[src/rtl/fbs_pkg.sv]
package fbs_pkg;
  localparam int STAT_W     = 8;
  localparam int TOGGLE_BIT = 6;
  localparam int DONE_BIT   = 7;

  typedef enum logic [1:0] {
    OP_NONE = 2'd0,
    OP_PROG = 2'd1,
    OP_SECT = 2'd2,
    OP_CHIP = 2'd3
  } op_e;
endpackage

[src/rtl/fbs_op_pick.sv]
module fbs_op_pick
  import fbs_pkg::*;
(
  input  logic clk,
  input  logic rst,
  input  logic start_prog,
  input  logic start_sect,
  input  logic start_chip,
  input  logic busy,
  output op_e  op
);
  always_comb begin
    op = OP_NONE;
    if (!busy) begin
      if (start_chip)      op = OP_CHIP;
      else if (start_sect) op = OP_SECT;
      else if (start_prog) op = OP_PROG;
    end
  end

  p_busy_blocks_r9: assert property (@(posedge clk) disable iff (rst)
    busy |-> (op == OP_NONE));
  p_chip_first_r10: assert property (@(posedge clk) disable iff (rst)
    (!busy && start_chip) |-> (op == OP_CHIP));
endmodule

[src/rtl/fbs_erase_timer.sv]
module fbs_erase_timer
  import fbs_pkg::*;
#(
  parameter int SECT_CYCLES = 25_000_000,
  parameter int CHIP_CYCLES = 250_000_000
) (
  input  logic clk,
  input  logic rst,
  input  op_e  op,
  output logic busy,
  output logic expire
);
  localparam int MAX_CYC = (CHIP_CYCLES > SECT_CYCLES) ? CHIP_CYCLES : SECT_CYCLES;
  localparam int CNT_W   = $clog2(MAX_CYC) + 1;
  localparam logic [CNT_W-1:0] SECT_LOAD = CNT_W'(SECT_CYCLES - 1);
  localparam logic [CNT_W-1:0] CHIP_LOAD = CNT_W'(CHIP_CYCLES - 1);

  logic [CNT_W-1:0] cnt;

  assign expire = busy && (cnt == '0);

  always_ff @(posedge clk) begin
    if (rst) begin
      busy <= 1'b0;
      cnt  <= '0;
    end else if (op == OP_SECT) begin
      busy <= 1'b1;
      cnt  <= SECT_LOAD;
    end else if (op == OP_CHIP) begin
      busy <= 1'b1;
      cnt  <= CHIP_LOAD;
    end else if (expire) begin
      busy <= 1'b0;
    end else if (busy) begin
      cnt <= cnt - 1'b1;
    end
  end

  p_erase_load_r2: assert property (@(posedge clk) disable iff (rst)
    ((op == OP_SECT) || (op == OP_CHIP)) |=> busy);
  p_expire_ends_r6: assert property (@(posedge clk) disable iff (rst)
    expire |=> !busy);
  p_hold_busy_r9: assert property (@(posedge clk) disable iff (rst)
    (busy && !expire) |=> busy);
  p_prog_no_busy_r7: assert property (@(posedge clk) disable iff (rst)
    (!busy && op == OP_PROG) |=> !busy);
endmodule

[src/rtl/fbs_status_reg.sv]
module fbs_status_reg
  import fbs_pkg::*;
(
  input  logic              clk,
  input  logic              rst,
  input  op_e               op,
  input  logic              prog_msb,
  input  logic              status_rd,
  input  logic              busy,
  input  logic              expire,
  output logic [STAT_W-1:0] status
);
  logic [STAT_W-1:0] status_nx;

  always_comb begin
    status_nx = status;
    unique case (op)
      OP_SECT, OP_CHIP: status_nx = '0;
      OP_PROG: begin
        status_nx           = '1;
        status_nx[DONE_BIT] = ~prog_msb;
      end
      default: begin
        if (busy && status_rd) status_nx[TOGGLE_BIT] = ~status[TOGGLE_BIT];
        if (expire)            status_nx[DONE_BIT]   = ~status[DONE_BIT];
      end
    endcase
  end

  always_ff @(posedge clk) begin
    if (rst) status <= '0;
    else     status <= status_nx;
  end

  p_erase_clear_r2: assert property (@(posedge clk) disable iff (rst)
    ((op == OP_SECT) || (op == OP_CHIP)) |=> (status == '0));
  p_toggle_r3: assert property (@(posedge clk) disable iff (rst)
    (busy && status_rd) |=> (status[TOGGLE_BIT] != $past(status[TOGGLE_BIT])));
  p_idle_hold_r3: assert property (@(posedge clk) disable iff (rst)
    (!busy && op == OP_NONE) |=> $stable(status));
  p_bit7_flip_r6: assert property (@(posedge clk) disable iff (rst)
    expire |=> (status[DONE_BIT] != $past(status[DONE_BIT])));
  p_prog_word_r7: assert property (@(posedge clk) disable iff (rst)
    (op == OP_PROG) |=> (status[DONE_BIT] == !$past(prog_msb)));
endmodule

[src/rtl/flash_busy_status.sv]
module flash_busy_status
  import fbs_pkg::*;
#(
  parameter int SECT_CYCLES = 25_000_000,
  parameter int CHIP_CYCLES = 250_000_000
) (
  input  logic       clk,
  input  logic       rst,
  input  logic       start_prog,
  input  logic       start_sect,
  input  logic       start_chip,
  input  logic       prog_msb,
  input  logic       bypass_en,
  input  logic       status_rd,
  output logic [7:0] status_out,
  output logic       busy,
  output logic       done,
  output logic       done_bypass
);
  op_e  op;
  logic expire;
  logic finish_now;

  fbs_op_pick u_pick (
    .clk        (clk),
    .rst        (rst),
    .start_prog (start_prog),
    .start_sect (start_sect),
    .start_chip (start_chip),
    .busy       (busy),
    .op         (op)
  );

  fbs_erase_timer #(
    .SECT_CYCLES (SECT_CYCLES),
    .CHIP_CYCLES (CHIP_CYCLES)
  ) u_timer (
    .clk    (clk),
    .rst    (rst),
    .op     (op),
    .busy   (busy),
    .expire (expire)
  );

  fbs_status_reg u_status (
    .clk       (clk),
    .rst       (rst),
    .op        (op),
    .prog_msb  (prog_msb),
    .status_rd (status_rd),
    .busy      (busy),
    .expire    (expire),
    .status    (status_out)
  );

  assign finish_now = expire || (op == OP_PROG);

  always_ff @(posedge clk) begin
    if (rst) begin
      done        <= 1'b0;
      done_bypass <= 1'b0;
    end else begin
      done        <= finish_now;
      done_bypass <= finish_now && bypass_en;
    end
  end

  p_bypass_with_done_r8: assert property (@(posedge clk) disable iff (rst)
    done_bypass |-> done);
  p_expire_done_r6: assert property (@(posedge clk) disable iff (rst)
    expire |=> (done && !busy));
endmodule

[config.mk]
export PLATFORM = sky130hd
export DESIGN_NAME = flash_busy_status
export DESIGN_NICKNAME = d
export VERILOG_FILES = /design/src/rtl/fbs_pkg.sv /design/src/rtl/fbs_op_pick.sv /design/src/rtl/fbs_erase_timer.sv /design/src/rtl/fbs_status_reg.sv /design/src/rtl/flash_busy_status.sv
export SDC_FILE = /design/constraint.sdc
export NUM_CORES = 1
export LEC_CHECK = 0
export ABC_CLOCK_PERIOD_IN_PS = 2900
export BUFFER_PORTS_ARGS = -buffer_cell sky130_fd_sc_hd__buf_4
export CORE_ASPECT_RATIO = 0.8
export CORE_UTILIZATION = 30
export CTS_BUF_LIST = sky130_fd_sc_hd__clkbuf_4 sky130_fd_sc_hd__clkbuf_8 sky130_fd_sc_hd__clkbuf_16
export CTS_CLUSTER_DIAMETER = 60
export DETAILED_ROUTE_END_ITERATION = 8
export PLACE_DENSITY = 0.45
export REMOVE_ABC_BUFFERS = 1
export SETUP_SLACK_MARGIN = 0.02
export SYNTH_ARGS = -nofsm -noshare
export SYNTH_HDL_FRONTEND = slang
export SYNTH_SLANG_ARGS = --single-unit
[constraint.sdc]
create_clock -name clk -period 2.9 [get_ports clk]
set_input_delay 0.145 -clock clk [delete_from_list [all_inputs] [get_ports clk]]
set_output_delay 0.145 -clock clk [all_outputs]
set_load 0.01 [all_outputs]
# Word-level counts from Yosys, hierarchy flattened
# Cells that the tools add are included.
# word_totals
n_memories	0
mem_bits_rw	0
word_cells	51
reg_bits	40
latch_bits	0
romBits	0
# classes
mul	0
eq_ne	5
n_reduce_logical	17
muxes	15
n_bitwise	4
magnitude_cmp	0
shift	0
div	0
add_sub_neg	1
# op_table
op	n
28-bit 2-to-1 mux	3
29-bit zero test	1
29-bit by 1-bit subtractor with 29-bit output (second input constant)	1
25-bit 2-to-1 mux	1
6-bit one-hot mux with 2 select lines	1
3-bit nonzero test	4
1-bit 2-to-1 mux	6
2-bit 2-to-1 mux	3
2-bit AND reduction	3
2-bit == test (second input constant)	2
1-bit NOT	4
2-bit one-hot mux with 2 select lines	1
2-bit nonzero test	2
2-bit OR reduction	2
1-bit logical AND	3
3-bit by 1-bit != test with 1-bit output (second input constant)	1
3-bit OR reduction	1
2-bit by 1-bit == test with 1-bit output (second input constant)	1
2-bit by 1-bit != test with 1-bit output (second input constant)	1
1-bit logical OR	1

# Longest topological paths before layout
# Gate-level depths: netlist of run 1.
# depth
word_depth	7
ltp_mapped	9
depth_no_buf	7

# By module
# A second synthesis of run 1 with hierarchy kept.
# hier_totals
cells_unflattened	215
area_unflattened_um2	1901.8
# modules_own_cells
module	seq_area_each_um2	cells_per_inst	area_per_inst_um2	n_inst
fbs_erase_timer	600.6	187	1641.6	1
fbs_status_reg	60.1	16	160.2	1
flash_busy_status	40.0	7	73.8	1
fbs_op_pick	0.0	5	26.3	1

# Worst setup path before layout of run 1
# Ideal clock, no wire load.
# synth_path
path_type	register to register
from	register u_timer.busy
to	register u_timer.cnt[27]
slack_ns	0.588
required_time_ns	2.762
setup_time_ns	0.138
stages_incl_launch_ff	9
t_arrival_ns	2.173
path_cell_list	dfxtp_1 buf_2 or4b_1 clkbuf_1 or4_4 buf_6 a2111oi_4 xnor2_1 a21oi_1
# synth_via
elab_chain_cells	4
# synth_rtl
element	line_no	rtl
from (decl)	fbs_erase_timer.sv:10	output logic busy,
from (signal assigned)	fbs_erase_timer.sv:24	busy <= 1'b0;
from (signal assigned)	fbs_erase_timer.sv:27	busy <= 1'b1;
from (signal assigned)	fbs_erase_timer.sv:30	busy <= 1'b1;
2-bit 2-to-1 mux	fbs_op_pick.sv:14	if (!busy) begin
2-bit == test	fbs_erase_timer.sv:29	end else if (op == OP_CHIP) begin
2-bit by 1-bit != test with 1-bit output (no source line) / 2-bit nonzero test (equally long branches)	-	
2-bit AND reduction (no source line)	-	
to (signal assigned)	fbs_erase_timer.sv:35	cnt <= cnt - 1'b1;
to (decl)	fbs_erase_timer.sv:18	logic [CNT_W-1:0] cnt;
# Parallel ways exist; a longest one is shown, timed or not.
# A chain may end at the register's enable or synchronous reset.

# Worst setup path in the final report of run 1
# layout_path
from	register u_timer.cnt[3]
to	register u_timer.cnt[20]
# layout_via
elab_chain_cells	5
# layout_rtl
element	line_no	rtl
29-bit by 1-bit subtractor with 29-bit output	fbs_erase_timer.sv:35	
28-bit 2-to-1 mux	fbs_erase_timer.sv:34	end else if (busy) begin
28-bit 2-to-1 mux	fbs_erase_timer.sv:32	end else if (expire) begin
28-bit 2-to-1 mux	fbs_erase_timer.sv:29	
25-bit 2-to-1 mux	fbs_erase_timer.sv:26	end else if (op == OP_SECT) begin
# Parallel ways exist; a longest one is shown, timed or not. The select of a mux whose other input is x is not followed.

==> results.ini, run 1 <==
[power_and_ir_drop]
p_total_mw=1.26
p_per_area_nw_per_um2=557
max-vdd-ir-drop_mv=0.247
p_leak_nw=0.789

[clocking]
cts_tree=done
postCtsSetupBuffers=0
cts_buffers=5
clkTransAtPathRegs_ns=0.07
clock-root-buffer=clkbuf_8
clock_latency_ns=0.28
clock_path_buffers=2
cts-hold-fix-buffers=0
clock-sinks=35
post_cts_resized=0
htree_levels=2

[worst_setup_path]
cp.buffers_inverters=0
cpMaxStageDelayCell=or4_1
cp_top_family=simple AND/OR/NAND/NOR gates
critPathKind=flip-flop to flip-flop
critPathArrivalTime_ns=2.57
endpoint_kind=flip-flop
startpoint_type=flip-flop
crit_chain=or4_1 > or3_1 > a2111oi_0 > mux2i_1 > o41ai_1
worstReg2RegStart=u_timer.cnt[3]$_SDFFE_PP0P_
critical_path.startpoint=u_timer.cnt[3]$_SDFFE_PP0P_
cp_max_fo=9
critPathRequiredTime_ns=3.07
cpPeakStageDelay_ns=0.68

[die]
start_util_pct=32.2
rows=25
io_pins=19
die_h_um=74.4
die_w_um=92.5
core_area_sq_um=6100
die_area_sq_um=6880

[placement]
globalplace.congestion=0.749
io_buffers=18
dp.cells=318
place_ws_ns=0.518
dp_hpwl_um=3700

[logic_synthesis]
synthCells=230
ys_types=47
synth.most_common_cell=dfxtp_1
synth_compound_area_share_pct=24.5
synthAdderAreaFrac_pct=0.637
yosysTopAreaCellShare_pct=35.6
synth_common_cells=dfxtp_1, a21oi_1, nor2_1, nand2_1, xnor2_1
yosys.area.top_type=dfxtp_1
syn_area_sq_um=1970
ys_ff_latch=35
synth_xor_area_share_pct=5.79
synth_mux_area_share_pct=1.59
synth_top_family_by_area=simple AND/OR/NAND/NOR gates
ys_warn_count=0
synthArstFlopShare_pct=0
synth-edff-count=0
synth.area.top_cells=dfxtp_1, a21oi_1, xnor2_1
avgSynthCellArea_sq_um=8.55
synthSimpleGateAreaFrac_pct=25.7
synthFlopType=dfxtp_1
ys_seq_area_share_pct=35.6

[finish]
drive_gt1_share_pct=18.0
seq_area_sq_um=701
fin_nets=253
final_cells=326
area_growth_pct=15.4
nFillCells=648
multiInputGateArea_sq_um=1140
finish.utilization_pct=37.2
antenna_cells=0

[route]
drt_iter0_markers=163
wl_um=5310
vias=1730
route.met2.wl_um=2160
dr_wl_met3_um=272
antenna_left=0
via_per_inst=5.31
routed.top_layer=met4
m1WireLength_um=2830
wl_per_cell_um=16.3
drc_errors=0
firstDrtPassIters=4

[global_route]
overflow=0
grt_max_degree=25
antenna_found_initial=0
grt_usage_pct=16.7
grt_pass1_wl_um=8770
grt_pass1_vias=1642

[run_status]
status=finished, final reports clean

[sta]
finalMaxSlewViolations=0
max_slew.worst_pin.slew_ns=0.699
finClkSkew_ns=0.00587
rsz0062_at_grt=false
setup_violations=0
finalHoldViolCount=0
finalSetupTns_ns=0
fin_crit_sh_pct=83.1
clock.fmax_mhz=415
worst_slack_ns=0.492
relSlewSlack_pct=53.4
min_period_ns=2.41

[worst_hold_path]
min_from=bypass_en
min_path_type=input pin to flip-flop

[flow_run]
drv_cap=0

-- layout by cell type (no fill, tap or decap), types with 2 or more instances in the layout --
cell	netlist	routed
nand4b_1	3	3
o21ai_0	7	7
buf_4	5	27
a31oi_1	6	6
o211ai_1	2	2
nor4_1	7	7
a311oi_2	3	3
and4_1	2	2
nor2_1	20	20
nand2b_1	3	3
a2111oi_4	3	3
nor3_1	8	8
o31ai_1	2	2
nor3b_1	2	2
and2_1	2	2
dfxtp_1	35	35
a211oi_1	7	7
or4_1	5	5
a21oi_1	23	23
xnor2_1	12	12
nand2_1	14	14
and3_1	4	4
nand4_1	2	2
nor4b_1	2	2
clkbuf_8	0	7
mux2i_1	2	2
o311ai_0	3	3
or3_1	8	8
inv_1	4	4
nand3_1	4	4
-- layer usage --
metal  vias up  track usage, %
met1       797            25.0
met2        39            24.4
met3         4            3.07
met5         -               0
li1        890               -
met4         0            4.17
-- area by class of cell --
type	instances	area share [%]
tap	81	4.47
inverter	4	0.662
timing repair buffer	27	8.94
clock buffer	8	4.58
sequential	35	30.9
multi-input combinational	171	50.5
-- sequential cells by signal, summed over array words and instances, names as in the netlist --
signal	flops
u_timer.cnt	29
u_status.status	3
done	1
done_bypass	1
u_timer.busy	1
-- stage by stage --
step                      instance area (sq um)  hold slack, ns
after CTS                                  2270          0.0513
after floorplan                            1860           0.214
final                                      2270          0.0559
after global placement                     2160           0.355
after detailed placement                   2160           0.360
after global routing                       2270          0.0525
-- worst register-to-register path, stage by stage (launching register included) --
cell,delay [ns]
dfxtp_1,0.35
or4_1,0.68
or3_1,0.43
a2111oi_0,0.47
mux2i_1,0.27
o41ai_1,0.10
-- power by group --
part	leakage, nW	internal (mW)	switching [mW]
registers	0.290	0.523	0.0490
logic	0.444	0.114	0.173
clock network	0.0549	0.226	0.177
total	0.789	0.864	0.399
-- final timing paths --
path | end | slack, ns | depth (start not counted)
worst min register to register | u_timer.cnt[28]$_SDFFE_PP0P_ | 0.44 | 2
worst max-delay path | u_timer.cnt[20]$_SDFFE_PP0P_ | 0.49 | 5
worst min-delay path | done_bypass$_SDFF_PP0_ | 0.06 | 2
worst max register to register | u_timer.cnt[20]$_SDFFE_PP0P_ | 0.49 | 5
-- cells by family after synthesis --
logic type | count (synthesis)
DFF | 35
muxes | 3
xor gates and xnor gates | 13
adders and majority gates | 1
AOI/OAI and AO/OA | 63
and+or+nand+nor | 91
buffers and inverters | 24
(Power assumes the default switching activity.)
==> run 2, diff against run 1 <==
Settings changed: ABC_AREA set to 1, ABC_CLOCK_PERIOD_IN_PS 2900 to 2390.
Clock period 2.9 ns to 2.39 ns, I/O delays scaled along.
==> run 2 against run 1 <==
Against the previous run:
- combinational power increased by 65%
- first-iteration DRC count fell by 10%
- routed wire length up 21%
- highest routed layer unchanged
==> results.ini, run 2 <==
[run_status]
status=finished, final reports clean

[global_route]
grt_pass1_wl_um=10700  ; +22%
overflow=0  ; unchanged
grt_pass1_vias=2032  ; +24%
grt_max_degree=18  ; -28%
antenna_found_initial=0  ; unchanged
grt_usage_pct=18.0  ; +1.3 points

[logic_synthesis]
synth-edff-count=0  ; unchanged
yosysTopAreaCellShare_pct=30.9  ; -4.7 points
ys_warn_count=0  ; unchanged
ys_types=31  ; -34%
synthCells=367  ; +60%
syn_area_sq_um=2260  ; +15%
synth.area.top_cells=dfxtp_1, nand2_1, nor2_1
synth_common_cells=nand2_1, nor2_1, inv_1, nand3_1, dfxtp_1
avgSynthCellArea_sq_um=6.17  ; -28%
synth.most_common_cell=nand2_1
ys_ff_latch=35  ; unchanged
yosys.area.top_type=dfxtp_1
ys_seq_area_share_pct=30.9  ; -4.7 points
synthFlopType=dfxtp_1
synthArstFlopShare_pct=0  ; unchanged

[power_and_ir_drop]
p_total_mw=1.69  ; +34%
max-vdd-ir-drop_mv=0.216  ; -13%
p_leak_nw=1.28  ; +62%
p_per_area_nw_per_um2=660  ; +19%

[worst_hold_path]
min_from=bypass_en
min_path_type=input pin to flip-flop

[clocking]
clock_path_buffers=2  ; unchanged
cts_tree=done
postCtsSetupBuffers=0  ; unchanged
clock_latency_ns=0.30  ; +0.02 ns
clkTransAtPathRegs_ns=0.08  ; about the same
htree_levels=2  ; unchanged
cts-hold-fix-buffers=0  ; unchanged
cts_buffers=5  ; unchanged
clock-sinks=35  ; unchanged
post_cts_resized=0  ; unchanged
clock-root-buffer=clkbuf_8

[worst_setup_path]
worstReg2RegStart=u_timer.cnt[0]$_SDFFE_PP0P_
critPathArrivalTime_ns=2.01  ; -0.56 ns
cp_max_fo=13  ; +4
endpoint_kind=flip-flop
critPathRequiredTime_ns=2.58  ; -0.49 ns
startpoint_type=flip-flop
critical_path.startpoint=u_timer.cnt[0]$_SDFFE_PP0P_
critPathKind=flip-flop to flip-flop

[sta]
finalMaxSlewViolations=0  ; unchanged
finalHoldViolCount=0  ; unchanged
setup_violations=0  ; unchanged
finalSetupTns_ns=0  ; unchanged
clock.fmax_mhz=548  ; +32%
max_slew.worst_pin.slew_ns=0.308  ; -0.391 ns
relSlewSlack_pct=79.4  ; +26 points
min_period_ns=1.82  ; -0.584 ns
worst_slack_ns=0.566  ; +0.0744 ns
finClkSkew_ns=0.00900  ; +0.00313 ns
fin_worst_hold_slack_ns=0.0569  ; +0.000994 ns
rsz0062_at_grt=false
fin_crit_sh_pct=76.3  ; -6.7 points

[finish]
antenna_cells=0  ; unchanged
final_common_cell=nand2_1
most-common-layout-cells=nand2_1, nor2_1, inv_1
final_cells=472  ; +45%
multiInputGateArea_sq_um=1270  ; +11%
seq_area_sq_um=701  ; unchanged
fin_area_sq_um=2560  ; +13%
drive_gt1_share_pct=14.0  ; -3.9 points
top_regs=u_timer.cnt (29), u_status.status (3)
regMostFlops=u_timer.cnt
area_growth_pct=13.0
largest_register_ffs=29  ; unchanged
fin_nets=393  ; +55%
nFillCells=792  ; +22%
finish.utilization_pct=36.1  ; -1.1 points

[route]
wl_per_cell_um=13.6  ; -16%
vias=2165  ; +25%
drt_iter0_markers=146  ; -10%
wl_um=6430  ; +21%
firstDrtPassIters=4  ; unchanged
antenna_left=0  ; unchanged
via_per_inst=4.59  ; -14%
drc_errors=0  ; unchanged

[placement]
io_buffers=18  ; unchanged
place_ws_ns=0.579  ; +0.0609 ns
placed_area_sq_um=2450  ; +13%
dp_hpwl_um=4900  ; +32%
globalplace.congestion=0.843  ; +13%
dp.cells=464  ; +46%

[die]
die_h_um=79.7  ; +7.1%
core_area_sq_um=7090  ; +16%
start_util_pct=31.9  ; -0.30 points
rows=27  ; +8.0%
die_area_sq_um=7900  ; +15%
io_pins=19  ; unchanged
die_w_um=99.1  ; +7.2%

[flow_run]
drv_cap=0  ; unchanged

run 2: path summary, 6_finish.rpt:
check,endpoint,slack [ns],cells past startpoint
setup reg to reg,u_timer.cnt[17]$_SDFFE_PP0P_,0.57,11
hold / removal,done_bypass$_SDFF_PP0_,0.06,2
setup / recovery,u_timer.cnt[17]$_SDFFE_PP0P_,0.57,11
hold reg to reg,u_timer.cnt[28]$_SDFFE_PP0P_,0.47,2
run 2: logic make-up after synthesis:
family,after synthesis,synth area share [%]
xor gates and xnor gates,10,3.87
and+or+nand+nor,225,43.9
DFF,35,30.9
AOI/OAI and AO/OA,31,7.90
adders and majority gates,1,0.552
buffers and inverters,65,12.8
run 2: cell type report:
type | instances | share of cell area, %
multi-input combinational | 267 | 49.8
clock buffer | 8 | 4.06
inverter | 51 | 7.48
sequential | 35 | 27.4
tap | 87 | 4.25
timing repair buffer | 24 | 7.04
run 2: critical path, stage by stage (launching register included):
cell and delay, ns:
dfxtp_1 0.30, inv_1 0.10, ha_1 0.22, nand2_2 0.11
nor2_4 0.15, nand2_2 0.09, inv_1 0.06, nand2_1 0.06
nand2_2 0.25, nand2_1 0.17, nor2_1 0.15, nor2_2 0.05
run 2: routing by layer:
| layer | GRT usage, % | vias to the layer above | part of all wire [%] |
|---|---|---|---|
| li1 | - | 1164 | - |
| met1 | 27.4 | 952 | 57 |
| met2 | 25.0 | 45 | 37 |
| met5 | 0 | - | 0 |
| met4 | 4.85 | 0 | 0.71 |
| met3 | 3.59 | 4 | 4.9 |
run 2: power breakdown:
group / leakage, nW / total [mW] / internal [mW] / switching, mW
Clock: 0.0549 / 0.513 / 0.275 / 0.238
Combinational: 0.932 / 0.474 / 0.168 / 0.306
Sequential: 0.290 / 0.703 / 0.637 / 0.0660
